File: config.mk
export PLATFORM = sky130hd
export DESIGN_NAME = mini_alu
export DESIGN_NICKNAME = d
export VERILOG_FILES = /design/src/rtl/mini_alu_pkg.sv /design/src/rtl/alu_arith.sv /design/src/rtl/alu_logic.sv /design/src/rtl/mini_alu.sv
export SDC_FILE = /design/constraint.sdc
export NUM_CORES = 1
export LEC_CHECK = 0
export ABC_AREA = 1
export BUFFER_PORTS_ARGS = -buffer_cell sky130_fd_sc_hd__buf_2
export CORE_MARGIN = 5
export CORE_UTILIZATION = 32
export DETAILED_ROUTE_END_ITERATION = 16
export SYNTH_ARGS = -nofsm -noshare
export SYNTH_HDL_FRONTEND = slang
export SYNTH_SLANG_ARGS = --single-unit
File: constraint.sdc
create_clock -name vclk -period 4
set_input_delay 0.4 -clock vclk [all_inputs]
set_output_delay 0.4 -clock vclk [all_outputs]
set_load 0.02 [all_outputs]
File: src/rtl/mini_alu_pkg.sv
package mini_alu_pkg;

    typedef enum logic [2:0] {
        OP_ADD   = 3'b000,
        OP_SUB   = 3'b001,
        OP_AND   = 3'b010,
        OP_OR    = 3'b011,
        OP_XOR   = 3'b100,
        OP_NOTA  = 3'b101,
        OP_PASSA = 3'b110,
        OP_PASSB = 3'b111
    } alu_op_e;

    function automatic logic op_is_arith(alu_op_e op);
        return (op == OP_ADD) || (op == OP_SUB);
    endfunction

endpackage

File: src/rtl/alu_arith.sv
module alu_arith #(
    parameter int W = 4
) (
    input  logic [W-1:0] a_i,
    input  logic [W-1:0] b_i,
    input  logic         sub_i,
    output logic [W-1:0] sum_o,
    output logic         carry_o
);

    typedef struct packed {
        logic [W-1:0] b_eff;
        logic [W:0]   full;
    } arith_t;

    arith_t calc_d;

    // Single adder shared by both operations: subtract is A + ~B + 1.
    always_comb begin
        calc_d       = '0;
        calc_d.b_eff = sub_i ? ~b_i : b_i;
        calc_d.full  = {1'b0, a_i} + {1'b0, calc_d.b_eff} + (W+1)'(sub_i);
    end

    assign sum_o   = calc_d.full[W-1:0];
    assign carry_o = calc_d.full[W];

    always_comb begin
        if (!sub_i) begin
            assert_add_carry_R1: assert ({carry_o, sum_o} == ({1'b0, a_i} + {1'b0, b_i}))
                else $error("add sum/carry mismatch");
        end else begin
            assert_sub_notborrow_R2: assert (carry_o == (a_i >= b_i))
                else $error("subtract flag mismatch");
            assert_sub_wrap_R2: assert (W'(sum_o + b_i) == a_i)
                else $error("subtract result mismatch");
        end
    end

endmodule

File: src/rtl/alu_logic.sv
module alu_logic
    import mini_alu_pkg::*;
#(
    parameter int W = 4
) (
    input  logic [W-1:0] a_i,
    input  logic [W-1:0] b_i,
    input  alu_op_e      op_i,
    output logic [W-1:0] res_o
);

    logic [W-1:0] res_d;

    always_comb begin
        unique case (op_i)
            OP_AND:   res_d = a_i & b_i;
            OP_OR:    res_d = a_i | b_i;
            OP_XOR:   res_d = a_i ^ b_i;
            OP_NOTA:  res_d = ~a_i;
            OP_PASSA: res_d = a_i;
            OP_PASSB: res_d = b_i;
            default:  res_d = '0;
        endcase
    end

    assign res_o = res_d;

    always_comb begin
        if (op_i == OP_NOTA) begin
            assert_invert_R4: assert ((res_o ^ a_i) == {W{1'b1}})
                else $error("inverse mismatch");
        end
        if (op_i == OP_PASSA) begin
            assert_pass_a_R5: assert (res_o == a_i) else $error("pass A mismatch");
        end
        if (op_i == OP_PASSB) begin
            assert_pass_b_R5: assert (res_o == b_i) else $error("pass B mismatch");
        end
    end

endmodule

File: src/rtl/mini_alu.sv
module mini_alu
    import mini_alu_pkg::*;
#(
    parameter int W      = 4,
    parameter int WORD_W = 8
) (
    input  logic [2*W-1:0]    opnd_i,
    input  logic [2:0]        opcode_i,
    output logic [W-1:0]      result_o,
    output logic              flag_o,
    output logic [WORD_W-1:0] word_o
);

    localparam int PAD_W = WORD_W - W - 1;

    typedef struct packed {
        logic         flag;
        logic [W-1:0] y;
    } alu_out_t;

    alu_op_e      op_d;
    logic [W-1:0] a_d, b_d;
    logic [W-1:0] arith_y, logic_y;
    logic         arith_c;
    alu_out_t     out_d;

    assign op_d = alu_op_e'(opcode_i);
    assign a_d  = opnd_i[W-1:0];
    assign b_d  = opnd_i[2*W-1:W];

    alu_arith #(.W(W)) u_arith (
        .a_i     (a_d),
        .b_i     (b_d),
        .sub_i   (op_d == OP_SUB),
        .sum_o   (arith_y),
        .carry_o (arith_c)
    );

    alu_logic #(.W(W)) u_logic (
        .a_i   (a_d),
        .b_i   (b_d),
        .op_i  (op_d),
        .res_o (logic_y)
    );

    always_comb begin
        out_d = '0;
        if (op_is_arith(op_d)) begin
            out_d.y    = arith_y;
            out_d.flag = arith_c;
        end else begin
            out_d.y    = logic_y;
            out_d.flag = 1'b0;
        end
    end

    assign result_o = out_d.y;
    assign flag_o   = out_d.flag;

    generate
        if (PAD_W > 0) begin : g_pad
            assign word_o = {{PAD_W{1'b0}}, out_d.flag, out_d.y};
        end else begin : g_nopad
            assign word_o = {out_d.flag, out_d.y};
        end
    endgenerate

    always_comb begin
        if (!op_is_arith(op_d)) begin
            assert_logic_flag_clear_R6: assert (flag_o == 1'b0)
                else $error("flag set on non-arithmetic op");
        end
        assert_word_low_R7: assert (word_o[W-1:0] == result_o && word_o[W] == flag_o)
            else $error("packed word mismatch");
        assert_word_pad_R7: assert ((word_o >> (W+1)) == '0)
            else $error("packed word padding nonzero");
    end

endmodule

* Yosys cells after proc, flatten, opt, wreduce, memory -nomap -nowiden
Cells that the tools add are included.
** Cells by class
- Add/subtract/negate cells :: 2
- Equal/unequal tests :: 7
- Muxes and demuxes :: 3
- Bitwise gates (word level) :: 5
- Reduce and logical (&&, ||, !) cells :: 2
** Operators by type and width (number)
- 4-bit one-hot mux with 6 select lines :: 1
- 3-bit == test (second input constant) :: 4
- 4-bit NOT :: 2
- 3-bit by 2-bit == test with 1-bit output (second input constant) :: 2
- 4-bit by 4-bit adder with 5-bit output :: 1
- 5-bit by 1-bit adder with 5-bit output :: 1
- 5-bit 2-to-1 mux :: 1
- 4-bit bitwise AND :: 1
- 4-bit 2-to-1 mux :: 1
- 4-bit bitwise OR :: 1
- 4-bit XOR :: 1
- 3-bit by 1-bit == test with 1-bit output (second input constant) :: 1
- 3-bit zero test :: 1
- 1-bit logical OR :: 1
** Storage, ports and cells
- Bits in registers :: 0
- Bits of input ports :: 11
- Output and inout port bits :: 13
- Word-level logic and storage cells :: 19

* Depth between registers and ports, before layout
- Depth after elaboration :: 5
- Depth in mapped cells :: 12
- Gate-level depth less buffers :: 11

* Modules after synthesis
A second synthesis with hierarchy kept.
** Second synthesis, totals
- Cells, all modules :: 119
- Area total of the unflattened synthesis :: 719.4 um2
** By module, submodules not included
- alu_logic :: instances 1, cells an instance 68, area an instance 410.4 um2, seq. area each 0.0 um2
- alu_arith :: instances 1, cells an instance 24, area an instance 170.2 um2, seq. area each 0.0 um2
- mini_alu :: instances 1, cells an instance 27, area an instance 138.9 um2, seq. area each 0.0 um2

* Worst setup path after synthesis
OpenSTA, ideal clock, no wires.
- Kind :: in2out
- From :: input port opcode_i[1]
- To :: output port word_o[2]
- Arrival :: 1.868 ns
- Required time :: 3.600 ns
- Setup slack :: 1.732 ns
- Cell stages on the path :: 9
- Buffers on the path :: 1
- Cell sequence :: inv_2 > nand3_2 > xor2_1 > fa_1 > nor2_1 > nor2_1 > nand2_1 > nand4_1 > buf_4
** Between the ends
- Word-level cells in the longest chain between the ends :: 5
- Elaborated cells between the ends (all ways) :: 14
- Those cells by class :: add/sub (2); eq/ne (7); mux (3); reduce/logical (2)
** Ends and longest elaborated chain
- start: declaration :: RTL line mini_alu.sv:8 : input logic [2:0] opcode_i,
- 3-bit by 1-bit == test with 1-bit output
- 4-bit 2-to-1 mux :: RTL line alu_arith.sv:21 : calc_d.b_eff = sub_i ? ~b_i : b_i;
- 4-bit by 4-bit adder with 5-bit output :: RTL line alu_arith.sv:22 : calc_d.full = {1'b0, a_i} + {1'b0, calc_d.b_eff} + (W+1)'(sub_i);
- 5-bit by 1-bit adder with 5-bit output :: RTL line alu_arith.sv:22
- 5-bit 2-to-1 mux (*) :: RTL line mini_alu.sv:48 : if (op_is_arith(op_d)) begin
- end: declaration :: RTL line mini_alu.sv:11 : output logic [WORD_W-1:0] word_o
Mark *: on every way between the ends. The rest lies on a longest branch, timed or not.

* Worst setup path in the final report
- From :: input port opcode_i[2]
- To :: output port word_o[4]
The elaborated chain is that of the path after synthesis.

==> results.md <==
* Status: finished, final reports clean
* Vias/cell at 4.71
* Largest net degree at the start of global routing at 15
* Share of cells above drive strength 1 at 27.0%
* Final setup violation count at 0
* Global-route wire length before repair at 2530 um
* Max-cap violation count at 0
* Final Hold Fails at 0
* Post-synthesis cell type count at 24
* Post-CTS Setup Bufs at 0
* Antenna cells at 0
* Mapped Avg Cell Area at 6.29 um2
* Die area at 2880 um2
* Seq cells at 0
* Setup WS post-layout at 1.53 ns
* Initial Utilization at 34.6%
* Max-slew violation count at 0
* Total gr overflow at 0
* Nature of the critical path endpoint: output pin
* Warnings from Yosys at 0
* Final GP Congestion at 0.819
* Fill cells at 216
* DRC at 0
* Sequential fraction of the synthesis area at 0%
* Pre-CTS WS at 1.54 ns
* Initial DRC count at 5
* Crit start category: input port
* CLK BUF at 0
* Worst path buffer plus inverter count at 4
* Crit-path max FO at 14
* DIE WIDTH at 53.7 um
* Worst EP arrival at 2.07 ns
* Layout Utilization at 38.7%
* Area Overhead vs Synth at 11.9%
* Delay-heaviest family, CP: buffers and inverters
* Max Clk Rate at 0.406 GHz
* WL/cell at 10.9 um
* Max rail drop VDD at 0.0610 mV
* Pwr/cell area at 152 nW/um2
* Dpl hpwl at 1300 um
* Drt first pass iters at 2
* Min Tclk post-route at 2.47 ns
* Vias in the first global route at 649
* Mapped Area at 611 um2
* Period utilisation layout at 61.6%
* Critical Path Slowest Stage Cell: fa_1
* Total GRT Usage at 11.0%
* Row cnt at 15
* CP Class: input port to output pin
* Required time of the critical path at 3.60 ns
* Hold Path Class: input port to output pin
* Io pins at 24
* Synth Instances at 97
* Critical-path cell list: buf_2, inv_2, nand3_2, xor2_1, fa_1, nand2_1, inv_1, nor2_1, nor2_1, o21a_1, buf_2
* Total wire length at 1480 um
* Number of port buffers at 21
* Post-CTS sizing at 0
* RSZ-0062 raised after global routing: false
* Fin Setup TNS at 0 ns
* Initial antenna violation count at 0
* Reg area at 0 um2
* Layout Nets at 136
* Cell Area, Placed at 683 um2
* DR vias at 640
* Cts hold-fix bufs at 0
* Routed Antenna Nets at 0
* Post-route cell area at 683 um2
* Core area at 1760 um2
* Worst path max stage delay at 0.42 ns
* Multi-input logic area at 487 um2
* Pleak at 0.390 nW
* Die H at 53.7 um
## kinds of logic after synthesis
family / synth area share, %
xor gates and xnor gates: 4.30
and+or+nand+nor: 34.8
AOI/OAI and AO/OA: 12.9
buffers and inverters: 21.5
adders and majority gates: 25.8
other: 0.614
## per-layer routing
layer  wire [um]  track usage, %
met1         711            14.6
met2         665            19.0
met3         102           0.277
met4           0            3.40
met5           0               0
## final cells by class
cell class / instances / share of cell area [%]
well taps: 25 / 4.58
multi-input cells: 74 / 71.2
inverters: 16 / 8.79
repair buffers: 21 / 15.4
## report_power, final
group / internal [W] / switching, W / total (W)
combinational: 0.0000353 / 0.0000688 / 0.000104
sequential: 0 / 0 / 0
clock: 0 / 0 / 0
total: 0.0000353 / 0.0000688 / 0.000104
## path summary, 6_finish.rpt
path                   startpoint           to  cells past startpoint
worst max-delay path  opcode_i[2]    word_o[4]                     11
worst min-delay path    opnd_i[5]  result_o[1]                      4
## cell usage in the layout (no fill, tap or decap)
cell type | netlist | layout
fa_1 | 1 | 1
nor3_2 | 2 | 2
nand2_1 | 12 | 12
o21a_1 | 1 | 1
nor2_2 | 1 | 1
a21oi_1 | 3 | 3
nand3_2 | 2 | 2
o22ai_1 | 1 | 1
a31oi_1 | 4 | 4
buf_2 | 0 | 21
inv_2 | 3 | 3
nor2_1 | 12 | 12
xor2_1 | 3 | 3
o21ai_1 | 2 | 2
a21boi_0 | 1 | 1
nand4_1 | 4 | 4
nand2_2 | 1 | 1
o211ai_1 | 1 | 1
ha_1 | 11 | 11
conb_1 | 1 | 3
nand3_1 | 7 | 7
inv_1 | 13 | 13
nor3_1 | 2 | 2
## synthesized netlist by cell type, types with 3 or more instances
| cell | instances | area share (%) |
|---|---|---|
| a21oi_1 | 3 | 2.5 |
| a31oi_1 | 4 | 4.1 |
| buf_4 | 8 | 9.8 |
| ha_1 | 11 | 23 |
| inv_1 | 13 | 8.0 |
| inv_2 | 3 | 1.8 |
| nand2_1 | 12 | 7.4 |
| nand3_1 | 7 | 5.7 |
| nand4_1 | 4 | 4.1 |
| nor2_1 | 12 | 7.4 |
| xor2_1 | 3 | 4.3 |
## per-stage QoR
step / instances / hold slack (ns) / power (W)
after floorplan: 99 / 1.05 / 0.0000837
after global placement: 136 / 1.22 / 0.000104
after detailed placement: 136 / 1.22 / 0.000105
after CTS: 136 / 1.23 / 0.000105
after global routing: 136 / 1.28 / 0.000118
final: 136 / 1.22 / 0.000104
## worst min-delay path, cell delays in order
cell	delay, ns
buf_2	0.10
a31oi_1	0.08
nand4_1	0.08
buf_2	0.16
Note: power is estimated with default switching activity, not from simulation.
